File: config.mk
export PLATFORM = sky130hd
export DESIGN_NAME = mapper_mode_mux
export DESIGN_NICKNAME = d
export VERILOG_FILES = /design/src/rtl/mapper_mode_mux.sv
export SDC_FILE = /design/constraint.sdc
export NUM_CORES = 1
export LEC_CHECK = 0
export CAP_MARGIN = 15
export CORE_AREA = 10 10 159 161
export DETAILED_ROUTE_END_ITERATION = 8
export DIE_AREA = 0 0 169 171
export SETUP_SLACK_MARGIN = 0.2
export SYNTH_ARGS = -nofsm -noshare
export SYNTH_HDL_FRONTEND = slang
export SYNTH_SLANG_ARGS = --single-unit
File: constraint.sdc
create_clock -name clk -period 2.8 [get_ports clk]
set_clock_uncertainty 0.2 [all_clocks]
set_input_delay 0.7 -clock clk [delete_from_list [all_inputs] [get_ports clk]]
set_output_delay 0.7 -clock clk [all_outputs]
set_load 0.005 [all_outputs]
File: src/rtl/mapper_mode_mux.sv
module mapper_mode_mux #(
  parameter int PRG_W = 8,
  parameter int CHR_W = 8,
  parameter int PRG_SLOTS = 4,
  parameter int CHR_SLOTS = 8
) (
  input  logic                             clk,
  input  logic                             rst_n,
  input  logic                             cpu_wr,
  input  logic [15:0]                      cpu_addr,
  input  logic [7:0]                       cpu_wdata,
  input  logic                             cpu_tick,
  input  logic                             ppu_strobe,
  input  logic [PRG_SLOTS*PRG_W-1:0]       a_prg,
  input  logic [CHR_SLOTS*CHR_W-1:0]       a_chr,
  input  logic [1:0]                       a_mir,
  input  logic [PRG_SLOTS*PRG_W-1:0]       b_prg,
  input  logic [CHR_SLOTS*CHR_W-1:0]       b_chr,
  input  logic                             b_irq,
  input  logic [PRG_SLOTS*PRG_W-1:0]       c_prg,
  input  logic [CHR_SLOTS*CHR_W-1:0]       c_chr,
  input  logic [1:0]                       c_mir,
  output logic                             a_we,
  output logic                             b_we,
  output logic                             c_we,
  output logic                             c_rst,
  output logic                             wram_we,
  output logic                             b_tick_o,
  output logic                             b_ppu_o,
  output logic [PRG_SLOTS*PRG_W-1:0]       prg_bank,
  output logic [CHR_SLOTS*(CHR_W+1)-1:0]   chr_bank,
  output logic [1:0]                       mirror,
  output logic                             irq
);

  localparam int CO_W  = CHR_W + 1;
  localparam int PRG_T = PRG_SLOTS * PRG_W;
  localparam int CHR_T = CHR_SLOTS * CO_W;

  logic [2:0] mode_q;
  logic       shadow_q;
  logic       mode_hit, sel_a, sel_b, sel_c, shadow_hit;
  logic [PRG_T-1:0] prg_nx;
  logic [CHR_T-1:0] chr_nx;
  logic [1:0]       mir_nx;
  logic             unused_bits;

  assign mode_hit = cpu_wr & ~cpu_addr[15] & cpu_addr[14] & cpu_addr[8];
  assign sel_a    = (mode_q[1:0] == 2'd0);
  assign sel_b    = (mode_q[1:0] == 2'd1);
  assign sel_c    = mode_q[1];

  assign a_we     = cpu_wr & cpu_addr[15] & sel_a;
  assign b_we     = cpu_wr & cpu_addr[15] & sel_b;
  assign c_we     = cpu_wr & cpu_addr[15] & sel_c;
  assign c_rst    = mode_hit & cpu_addr[0];
  assign wram_we  = cpu_wr & (cpu_addr[15:13] == 3'b011) & ~mode_hit;
  assign b_tick_o = cpu_tick & sel_b;
  assign b_ppu_o  = ppu_strobe & sel_b;

  assign shadow_hit = b_we & (cpu_addr[15:13] == 3'b101) & ~cpu_addr[0];

  assign unused_bits = ^{cpu_addr[12:9], cpu_addr[7:1], cpu_wdata[7:3]};

  always_ff @(posedge clk) begin
    if (!rst_n) begin
      mode_q   <= '0;
      shadow_q <= 1'b0;
    end else begin
      if (mode_hit)   mode_q   <= cpu_wdata[2:0];
      if (shadow_hit) shadow_q <= cpu_wdata[0];
    end
  end

  assign prg_nx = sel_a ? a_prg : (sel_b ? b_prg : c_prg);

  for (genvar i = 0; i < CHR_SLOTS; i++) begin : g_chr
    logic [CHR_W-1:0] src;
    assign src = sel_a ? a_chr[i*CHR_W +: CHR_W]
               : (sel_b ? b_chr[i*CHR_W +: CHR_W] : c_chr[i*CHR_W +: CHR_W]);
    assign chr_nx[i*CO_W +: CO_W] = {mode_q[2], src};
  end

  assign mir_nx = sel_a ? a_mir : (sel_b ? {1'b1, shadow_q} : c_mir);

  always_ff @(posedge clk) begin
    if (!rst_n) begin
      prg_bank <= '0;
      chr_bank <= '0;
      mirror   <= 2'd0;
      irq      <= 1'b0;
    end else begin
      prg_bank <= prg_nx;
      chr_bank <= chr_nx;
      mirror   <= mir_nx;
      irq      <= sel_b & b_irq;
    end
  end

endmodule

* Word-level counts from Yosys, hierarchy flattened *
Index checks and enable logic that the tools add are counted.

operators by class
  equality and inequality tests = 3
  mux-type cells = 20
  bitwise logic cells = 18
  reductions and logical operators = 1

operators with widths
  cell                                                 count
  two-way mux 8 bit                                    16
  two-way mux 32 bit                                   2
  bitwise AND 1 bit                                    15
  two-way mux 2 bit                                    2
  equality test 3 x 2 -> 1 bit, second input constant  1
  equality test 3 bit, second input constant           1
  NOT 1 bit                                            3
  equality test 2 x 1 -> 1 bit, second input constant  1
  logical NOT 2 bit                                    1

word-level totals
  register bits = 111
  input bits = 322
  output and inout port bits = 114

* Longest topological paths before layout *
  word-level depth = 6
  depth in mapped cells = 6
  mapped depth without buffers = 3

* Worst setup path before layout *
OpenSTA, ideal clock, no wires.

  path type = input port to output port
  from = in cpu_addr[15]
  to = out c_rst
  arrival = 1.108 ns
  path slack = 0.792 ns
  stages = 2
  path buffers = 0
  path through = nand4b_1 nor2_1

on the way
  longest elaborated chain between the ends = 5

RTL lines
  what                            line  text
  from (decl)                     10    input logic [15:0] cpu_addr,
  NOT 1 bit                       48    assign mode_hit = cpu_wr & ~cpu_addr[15] & cpu_addr[14] & cpu_addr[8];
  bitwise AND 1 bit (3 in a row)  48
  bitwise AND 1 bit               56    assign c_rst = mode_hit & cpu_addr[0];
  to (decl)                       26    output logic c_rst,

No other way between the ends.

* Worst setup path in the final report *
  from = in cpu_addr[14]
  to = out wram_we

on the way
  longest elaborated chain between the ends = 4
  elaborated cells on any way between the ends = 6
  classes of those cells = 1 x eq/ne; 5 x bitwise

RTL lines
  what                            line  text
  bitwise AND 1 bit (2 in a row)  48
  NOT 1 bit                       57    assign wram_we = cpu_wr & (cpu_addr[15:13] == 3'b011) & ~mode_hit;
  bitwise AND 1 bit (*)           57
  to (decl)                       27    output logic wram_we,

Mark *: on every way between the ends. The rest lies on a longest branch, timed or not.

==> metrics.log <==
[metrics] status: finished clean
[metrics] number of distinct library cell variants in the gate-level netlist after synthesis: 24
[metrics] total gr overflow: 0
[metrics] Antenna diodes: 0
[metrics] WP data required: 1.90 ns
[metrics] Yosys top cell by area: sky130_fd_sc_hd__dfxtp_1
[metrics] number of I/O port buffers: 419
[metrics] critical register-to-register path startpoint: mode_q[0]$_SDFFE_PN0P_
[metrics] Total Routed Length: 22.42 mm
[metrics] number of buffers inserted during clock tree synthesis: 9
[metrics] post-synthesis share of cell area spent on full adders, half adders and majority gates: 0%
[metrics] Pleak: 3.367 nW
[metrics] core area: 0.02223 mm^2
[metrics] final max-slew violation count: 0
[metrics] total clock sinks: 104
[metrics] mean post-synth cell area: 8.852 um^2
[metrics] crit path DAT: 1.60 ns
[metrics] Critical Path Source Type: input port
[metrics] register-to-register setup slack: 0.91 ns
[metrics] part of the cycle the worst path needs: 89.37%
[metrics] Critical R2R Capture: chr_bank[47]$_SDFF_PN0_
[metrics] initial core utilization: 22.78%
[metrics] number of placement rows: 55
[metrics] Gate Count Post-Synth: 572
[metrics] Die X: 169 um
[metrics] top-area cell type share of the netlist area: 41.12%
[metrics] max-cap viol count: 0
[metrics] full die area: 0.02890 mm^2
[metrics] gpl congestion: 0.7641
[metrics] DR pass1 iterations: 4
[metrics] DP HPWL: 18.02 mm
[metrics] number of hold buffers added after CTS: 0
[metrics] Final min period: 2.502 ns
[metrics] clock-pin transition on the worst setup and hold timing paths: 0.07 ns
[metrics] first-pass GRT wire length: 32.41 mm
[metrics] signed area change from the synthesized netlist to the final layout: 89.52%
[metrics] clock tree root buffer cell: sky130_fd_sc_hd__clkbuf_16
[metrics] die boundary height: 171 um
[metrics] count of unresolved DRC violations after routing: 0
[metrics] Syn Std Cell Area: 0.005064 mm^2
[metrics] level count of the clock H-tree: 3
[metrics] post-synthesis register bit count: 104
[metrics] largest buffer count on any clock path: 2
[metrics] Ys Warns: 0
[metrics] mux share of post-synthesis cell area: 19.37%
[metrics] Worst Path Max Fanout: 3
[metrics] fraction of layout instances using a drive strength above 1: 3.015%
[metrics] leading cell types by total area after synthesis: sky130_fd_sc_hd__dfxtp_1 (41%), sky130_fd_sc_hd__mux2i_1 (19%), sky130_fd_sc_hd__and2_1 (12%), sky130_fd_sc_hd__o21ai_1 (8.9%), sky130_fd_sc_hd__nand2_1 (7.6%)
[metrics] simple-gate share of the synthesized area: 21.74%
[metrics] Initial DRC Count: 234
[metrics] CP Launch Point: cpu_addr[14]
[metrics] Clk Latency, worst-skew pair: 0.34 ns
[metrics] slew at the pin closest to its max-slew limit: 0.7759 ns
[metrics] highest achievable clock rate: 0.3996 GHz
[metrics] remaining antenna violation count after routing: 0
[metrics] relative max-transition margin: 48.27%
[metrics] share of the synthesized netlist area taken by xor and xnor gates: 0%
[metrics] CTS tree: done
[metrics] setup repair after global routing missed its margin: no
[metrics] Peak supply drop: 0.2980 mV
[metrics] class of the most critical hold timing path: reg2reg
[metrics] number of global-route vias before repair: 5280
[metrics] combinational family with the most area after synthesis: simple AND/OR/NAND/NOR gates
[metrics] Crit Path Class: in2out
[metrics] count of final setup violators: 0
[metrics] number of cells traversed by the worst register-to-register path: 4
[metrics] sequential area share after synthesis: 41.12%
[metrics] sort of element at the end of the critical path: primary output
[metrics] maximum number of pins on one net before global-route repair: 198
[metrics] compound-cell area share of the yosys netlist: 10.08%
[metrics] Fin. Hold Viols: 0
[metrics] Via density: 4.140
[metrics] Post-layout nets: 1279
[metrics] Hold WS: 0.2603 ns
[metrics] net count after synthesis: 894
[metrics] ratio of total power to cell area: 394.4 mW/mm^2
[metrics] number of top-level design ports: 436
[metrics] antenna violations before repair: 0
[metrics] overall fraction of global-route tracks in use: 14.50%
[metrics] post-route total power: 3.785 mW
[metrics] total vias in the final route: 5162
[metrics] endpoint of the most critical setup path: wram_we
[metrics] Routed wire per std cell: 17.98 um
final cells by class:
cell class | count | area [um^2]
inverters | 1 | 3.754
flip-flops and latches | 104 | 2090
multi-input cells | 416 | 2599
clock buffers | 12 | 246.5
clock inverters | 4 | 53.80
fillers | 2223 | 12630
well taps | 285 | 356.6
repair buffers | 425 | 4248
report_power, final:
| part | internal (mW) | switching (mW) |
|---|---|---|
| clock | 0.722 | 0.575 |
| sequential | 1.57 | 0.0242 |
| combinational | 0.637 | 0.259 |
| total | 2.93 | 0.857 |
metal layers:
layer | routed length [um] | part of all wire (%) | track usage, %
met1 | 8577 | 38 | 15.67
met2 | 11710 | 52 | 26.39
met3 | 1925 | 8.6 | 5.070
met4 | 204 | 0.91 | 3.602
met5 | 0 | 0 | 0
cell usage in the layout, fill, tap and decap left out, drive strengths merged:
cell type        n
clkdlybuf4s50  411
dfxtp          104
nand2          103
and2           100
o21ai          100
mux2i           98
clkbuf          16
buf              7
dlygate4sd2      3
and3             2
nand3            2
clkinvlp         2
nor3b            2
inv              1
nand4b           1
nor2             1
nand3b           1
and2b            1
nor2b            1
nor3             1
nand4            1
nand2b           1
o311a            1
clkinv           1
bufinv           1
cells by family (layout without fill, tap and decap cells):
family | Yosys count | count (layout)
flip-flops | 104 | 104
multiplexers | 98 | 98
buffers and inverters | 52 | 442
AO/OA/AOI/OAI | 101 | 101
AND/OR/NAND/NOR | 217 | 217
flip-flops by register name, summed over array words and instances (netlist names):
signal	cells
prg_bank	32
chr_bank	65
shadow_q	1
mode_q	3
irq	1
mirror	2
worst max-delay path: stages:
cell and delay, ns:
sky130_fd_sc_hd__clkdlybuf4s50_1 0.50, sky130_fd_sc_hd__nand3b_1 0.10, sky130_fd_sc_hd__nor3b_2 0.17, sky130_fd_sc_hd__clkbuf_2 0.13
through the flow:
stage	cell area, um^2	setup TNS (ns)	setup WS, ns	cells	utilization (%)
3_5_place_dp	9314	-0.4899	-0.1628	1231	41.90
4_1_cts	9605	0	0.1675	1247	43.21
2_1_floorplan	5064	0	0.7918	572	-
6_report	9597	0	0.2975	1247	43.17
5_1_grt	9597	0	0.2134	1247	43.17
3_3_place_gp	9314	-0.4351	-0.1757	1231	41.90
cells in the mapped netlist:
| cell | instances |
|---|---|
| sky130_fd_sc_hd__dfxtp_1 | 104 |
| sky130_fd_sc_hd__nand2_1 | 103 |
| sky130_fd_sc_hd__and2_1 | 100 |
| sky130_fd_sc_hd__mux2i_1 | 98 |
| sky130_fd_sc_hd__o21ai_1 | 90 |
| sky130_fd_sc_hd__clkbuf_1 | 27 |
| sky130_fd_sc_hd__o21ai_0 | 10 |
| sky130_fd_sc_hd__buf_12 | 9 |
| sky130_fd_sc_hd__buf_4 | 9 |
| sky130_fd_sc_hd__buf_2 | 5 |
| sky130_fd_sc_hd__and3_1 | 2 |
| sky130_fd_sc_hd__nand3_1 | 2 |
| sky130_fd_sc_hd__nor3b_1 | 2 |
| sky130_fd_sc_hd__and2b_1 | 1 |
| sky130_fd_sc_hd__buf_6 | 1 |
| sky130_fd_sc_hd__inv_1 | 1 |
| sky130_fd_sc_hd__nand2b_1 | 1 |
| sky130_fd_sc_hd__nand3b_1 | 1 |
| sky130_fd_sc_hd__nand4_1 | 1 |
| sky130_fd_sc_hd__nand4b_1 | 1 |
| sky130_fd_sc_hd__nor2_1 | 1 |
| sky130_fd_sc_hd__nor2b_1 | 1 |
| sky130_fd_sc_hd__nor3_1 | 1 |
| sky130_fd_sc_hd__o311a_1 | 1 |
timing repair:
action	in CTS	in global routing
hold endpoints to repair	0	0
buffers inserted	0	0
gates resized for setup	7	10
setup endpoints to repair	7	4
worst min path at each step:
stage                                       from                       to  slack (ns)  cells past startpoint
final                     mode_q[2]$_SDFFE_PN0P_  chr_bank[62]$_SDFF_PN0_        0.26                      1
after global placement    mode_q[2]$_SDFFE_PN0P_  chr_bank[62]$_SDFF_PN0_        0.24                      1
after CTS                 mode_q[2]$_SDFFE_PN0P_  chr_bank[62]$_SDFF_PN0_        0.26                      1
after global routing      mode_q[2]$_SDFFE_PN0P_  chr_bank[62]$_SDFF_PN0_        0.27                      1
after floorplan           mode_q[2]$_SDFFE_PN0P_  chr_bank[62]$_SDFF_PN0_        0.23                      1
after detailed placement  mode_q[2]$_SDFFE_PN0P_  chr_bank[62]$_SDFF_PN0_        0.24                      1
No activity file was read; power rests on OpenSTA's default activity.
